**config.mk**
```make
export PLATFORM = sky130hd
export DESIGN_NAME = rpr_resolver
export DESIGN_NICKNAME = d
export VERILOG_FILES = /design/src/rtl/rpr_pkg.sv /design/src/rtl/rpr_rotator.sv /design/src/rtl/rpr_first_set.sv /design/src/rtl/rpr_resolver.sv
export SDC_FILE = /design/constraint.sdc
export NUM_CORES = 1
export LEC_CHECK = 0
export ABC_AREA = 1
export BUFFER_PORTS_ARGS = -buffer_cell sky130_fd_sc_hd__buf_2
export CAP_MARGIN = 20
export CORE_MARGIN = 3
export CORE_UTILIZATION = 40
export DETAILED_ROUTE_END_ITERATION = 8
export SLEW_MARGIN = 0
export SYNTH_ARGS = -nofsm -noshare
export SYNTH_HDL_FRONTEND = slang
export SYNTH_SLANG_ARGS = --single-unit
```
**constraint.sdc**
```tcl
create_clock -name clk -period 1.1 [get_ports clk]
set_input_delay 0.11 -clock clk [delete_from_list [all_inputs] [get_ports clk]]
set_output_delay 0.11 -clock clk [all_outputs]
set_load 0.01 [all_outputs]
```
**src/rtl/rpr_pkg.sv**
```systemverilog
package rpr_pkg;
    localparam int RPR_LINES   = 8;
    localparam int RPR_CASCADE = 2;
endpackage

```
**src/rtl/rpr_rotator.sv**
```systemverilog
module rpr_rotator #(
    parameter int N_LINES = 8,
    parameter int IDX_W   = 3
) (
    input  logic [N_LINES-1:0] vec_i,
    input  logic [IDX_W-1:0]   ofs_i,
    output logic [N_LINES-1:0] rot_o
);
    // rot_o[p] is the bit of the line that sits at priority level p
    always_comb begin
        rot_o = '0;
        for (int p = 0; p < N_LINES; p++) begin
            int idx;
            idx = p + int'(ofs_i);
            if (idx >= N_LINES) idx = idx - N_LINES;
            rot_o[p] = vec_i[idx];
        end
    end
endmodule

```
**src/rtl/rpr_first_set.sv**
```systemverilog
module rpr_first_set #(
    parameter int N_LINES = 8,
    parameter int LVL_W   = 4
) (
    input  logic [N_LINES-1:0] vec_i,
    output logic [LVL_W-1:0]   lvl_o
);
    // Lowest set index; N_LINES when the vector is empty
    always_comb begin
        lvl_o = LVL_W'(N_LINES);
        for (int p = N_LINES - 1; p >= 0; p--) begin
            if (vec_i[p]) lvl_o = LVL_W'(p);
        end
    end
endmodule

```
**src/rtl/rpr_resolver.sv**
```systemverilog
module rpr_resolver #(
    parameter int N_LINES      = rpr_pkg::RPR_LINES,
    parameter int CASCADE_LINE = rpr_pkg::RPR_CASCADE,
    localparam int IDX_W       = $clog2(N_LINES),
    localparam int LVL_W       = $clog2(N_LINES + 1)
) (
    input  logic               clk,
    input  logic               rst_n,
    input  logic [N_LINES-1:0] irr_i,
    input  logic [N_LINES-1:0] mask_i,
    input  logic [N_LINES-1:0] isr_i,
    input  logic [IDX_W-1:0]   rot_ofs_i,
    input  logic               nested_i,
    input  logic               primary_i,
    output logic               req_valid_o,
    output logic [IDX_W-1:0]   req_line_o,
    output logic               isr_valid_o,
    output logic [IDX_W-1:0]   isr_line_o
);
    localparam int N_RANK = 3;   // candidates, in-service seen by compare, raw in-service

    logic [N_LINES-1:0] rank_vec [N_RANK];
    logic [N_LINES-1:0] rank_rot [N_RANK];
    logic [LVL_W-1:0]   rank_lvl [N_RANK];
    logic [N_LINES-1:0] busy_vec;

    always_comb begin
        busy_vec = isr_i;
        if (nested_i && primary_i) busy_vec[CASCADE_LINE] = 1'b0;
    end

    assign rank_vec[0] = irr_i & ~mask_i;
    assign rank_vec[1] = busy_vec;
    assign rank_vec[2] = isr_i;

    for (genvar g = 0; g < N_RANK; g++) begin : g_rank
        rpr_rotator #(.N_LINES(N_LINES), .IDX_W(IDX_W)) u_rot (
            .vec_i (rank_vec[g]),
            .ofs_i (rot_ofs_i),
            .rot_o (rank_rot[g])
        );
        rpr_first_set #(.N_LINES(N_LINES), .LVL_W(LVL_W)) u_first (
            .vec_i (rank_rot[g]),
            .lvl_o (rank_lvl[g])
        );
    end

    function automatic logic [IDX_W-1:0] level_to_line(input logic [LVL_W-1:0] lvl,
                                                       input logic [IDX_W-1:0] ofs);
        int s;
        s = int'(lvl) + int'(ofs);
        if (s >= N_LINES) s = s - N_LINES;
        return IDX_W'(s);
    endfunction

    logic             req_hit, busy_hit;
    logic [IDX_W-1:0] req_line, busy_line;

    // rank_lvl[1] never exceeds N_LINES, so a strict win implies a candidate exists
    assign req_hit   = rank_lvl[0] < rank_lvl[1];
    assign busy_hit  = rank_lvl[2] != LVL_W'(N_LINES);
    assign req_line  = req_hit  ? level_to_line(rank_lvl[0], rot_ofs_i) : '0;
    assign busy_line = busy_hit ? level_to_line(rank_lvl[2], rot_ofs_i) : '0;

    always_ff @(posedge clk or negedge rst_n) begin
        if (!rst_n) begin
            req_valid_o <= 1'b0;
            req_line_o  <= '0;
            isr_valid_o <= 1'b0;
            isr_line_o  <= '0;
        end else begin
            req_valid_o <= req_hit;
            req_line_o  <= req_line;
            isr_valid_o <= busy_hit;
            isr_line_o  <= busy_line;
        end
    end
endmodule

```
==> impl_metrics.csv <==
group,metric,value,unit
sta,rsz0062_at_grt,"yes",
global_routing,grt_pass1_vias,1858,
layout,area_growth,54.42,%
logic_synthesis,yosysMostFrequentCell,"nand2_1",
sta,tightest_slew,292.6,ps
layout,utilization,66.09,%
layout,drive_gt1_share,41.53,%
global_routing,grt_overflow_total,0,
sta,post-route-period-util,210.5,%
logic_synthesis,syn_nets,317,
logic_synthesis,async_flop_share,100.0,%
floorplan,initial_core_util,42.80,%
worst_setup_path,cp.depth,15,
logic_synthesis,yosys_warnings,0,
logic_synthesis,ys.flop_type,"dfrtp_1",
logic_synthesis,syn_area,1614,sq um
worst_setup_path,crit_buf_inv,6,
clock_network,cts_max_path_buffers,2,
worst_setup_path,cp_slowest_cell,"fa_2",
worst_setup_path,crit_top_cell,"buf_4",
floorplan,design.core.area,3771,sq um
floorplan,dieWidth,69.52,um
sta,slew_headroom,80.48,%
clock_network,cts-buffers-inserted,3,
global_routing,grt_usage,19.43,%
pwr,power_leakage,1.344,nW
logic_synthesis,ys_ff_latch,8,
floorplan,io_pins,39,
worst_setup_path,arrival,2460,ps
logic_synthesis,ys_types,34,
pwr,irDropWorstVdd,530.8,uV
sta,post-route-min-period,2315,ps
route,dr.pass1.iters,4,
run,maxCapViolations,0,
logic_synthesis,synth.avg_cell_area,5.827,sq um
placement,dp_hpwl,3840,um
floorplan,die_h,69.52,um
worst_setup_path,cp_slowest_stage_delay,380,ps
layout,layout.nets,408,
route,drc,0,
route,maxUsedRoutingLayer,"met3",
worst_setup_path,end_kind,"register",
worst_setup_path,crit_required,1250,ps
route,dr_wl_met2,2197,um
route,wl_per_cell,11.00,um
worst_setup_path,crit_fanout,8,
placement,place_congestion,0.8862,
sta,setup_viol,8,
route,drt-initial-drc-count,70,
worst_setup_path,crit_start,"rot_ofs_i[1]",
route,num_vias,1985,
placement,io_buffers,38,
layout,design_area,2492,sq um
pwr,total_power,2.481,mW
worst_hold_path,hold_class,"in -> async",
clock_network,clock_sinks,8,
logic_synthesis,synth_edf_count,0,
outcome,violations,"setup timing",
global_routing,grt_start_max_net_pins,17,
logic_synthesis,yosys-top-cells-count,"nand2_1 (97), nand3_1 (44), inv_1 (31)",
clock_network,cts_tree,"done",
clock_network,root_buffer,"clkbuf_8",
layout,n_antenna_cell,0,
outcome,status,"complete, but fails checks",
route,vias_per_cell,4.795,
worst_setup_path,critical_path.top_delay_family,"adder cells",
placement,place_area,2243,sq um
sta,fin_ws,-1215,ps
route,drtAntennaViolNets,0,
clock_network,clkTransAtPathRegs,40,ps
logic_synthesis,yosys.area.top_type,"nand2_1",
route,wl_met3,161,um
logic_synthesis,synth_top_area_share,22.56,%
floorplan,die-area,4833,sq um
logic_synthesis,synth_seq_area_share,12.40,%
global_routing,grt_pass1_wl,7914,um
logic_synthesis,synth_cells,277,
placement,dp_slack,-1523,ps
global_routing,antenna_found_initial,0,
route,m1WireLength,2195,um
worst_setup_path,crit_type,"in -> reg",
sta,report.final.slew_viol_count,0,
logic_synthesis,synthTopCellsByArea,"nand2_1 (23%), nand3_1 (14%), dfrtp_1 (12%)",
worst_setup_path,startpoint_type,"input pin",
pwr,powerDensity,995.4,nW/um^2
clock_network,htree_levels,1,
route,wirelength,4553,um
sta,hold_viol,0,
sta,clock.fmax,431.9,MHz
worst_setup_path,crit_chain,"buf_8 -> inv_6 -> ha_4 -> clkinv_8 -> buf_4 -> buf_6 -> o21ai_4 -> o21ai_2 -> buf_4 -> o31ai_2 -> nand2_1 -> fa_2 -> xor2_2 -> or2_1 -> a21oi_1",
floorplan,rows,22,
[layout make-up]
class                   count  area [sq um]
repair inverters            1         8.758
inverters                  39         176.4
fillers                   360          1279
multi-input cells         224          1375
flip-flops and latches      8         200.2
repair buffers             91         630.6
clock buffers               3         41.29
well taps                  48         60.06
[layer usage]
layer  vias up  GRT usage (%)
li1       1065              -
met1       883          26.13
met2        37          34.00
met3         0          3.188
met4         0          1.302
met5         -              0
[repair_timing]
action,in CTS,in global routing
setup buffers,4,3
resized for setup,21,16
hold buffers,1,0
pin swaps,21,23
cloned,1,0
hold endpoints to repair,8,0
setup endpoints to repair,8,8
[registers in the layout, summed over array words and instances (netlist names)]
register / flops
isr_line_o: 3
isr_valid_o: 1
req_line_o: 3
req_valid_o: 1
[per-stage QoR]
stage | TNS [ps] | cells | hold WS, ps
finish | -8308 | 414 | 267.9
global route | -9521 | 414 | 303.1
CTS | -8005 | 412 | 260.2
detailed placement | -10270 | 403 | -39.42
global placement | -9918 | 403 | -42.79
floorplan | -8996 | 277 | -185.6
[cells by family (layout without fill, tap and decap cells)]
group | Yosys count | after routing | share of synthesized area (%)
and+or+nand+nor | 178 | 178 | 48.06
buffers and inverters | 45 | 134 | 14.03
AOI/OAI and AO/OA | 31 | 31 | 11.55
adders and majority gates | 9 | 9 | 7.907
DFF | 8 | 8 | 12.40
xor gates and xnor gates | 6 | 6 | 6.048
[layout by cell type, fill, tap and decap left out, drive strengths merged]
cell	n
o21ai	16
dfrtp	8
xnor2	2
o31ai	1
clkinv	4
nor2	22
o21bai	1
nand3	48
a21oi	9
nor3	2
or2	1
dlygate4sd3	1
a31oi	4
ha	7
buf	90
nand4	1
clkbuf	3
xor2	4
and2	3
fa	2
nand2	101
inv	36
[report_power, final]
part           internal (mW)  total, mW  switching [mW]  leakage [nW]
combinational          0.803       1.73           0.924          1.23
sequential             0.396      0.417          0.0209        0.0943
clock                  0.236      0.336           0.101        0.0216
[worst max path at each step]
| stage | end | slack [ps] |
|---|---|---|
| floorplan | isr_line_o[2] | -1490 |
| global route | req_line_o[2] | -1390 |
| CTS | isr_line_o[2] | -1190 |
| finish | isr_line_o[2] | -1220 |
| global placement | isr_line_o[2] | -1480 |
| detailed placement | isr_line_o[2] | -1520 |
No activity file was read; power rests on OpenSTA's default activity.
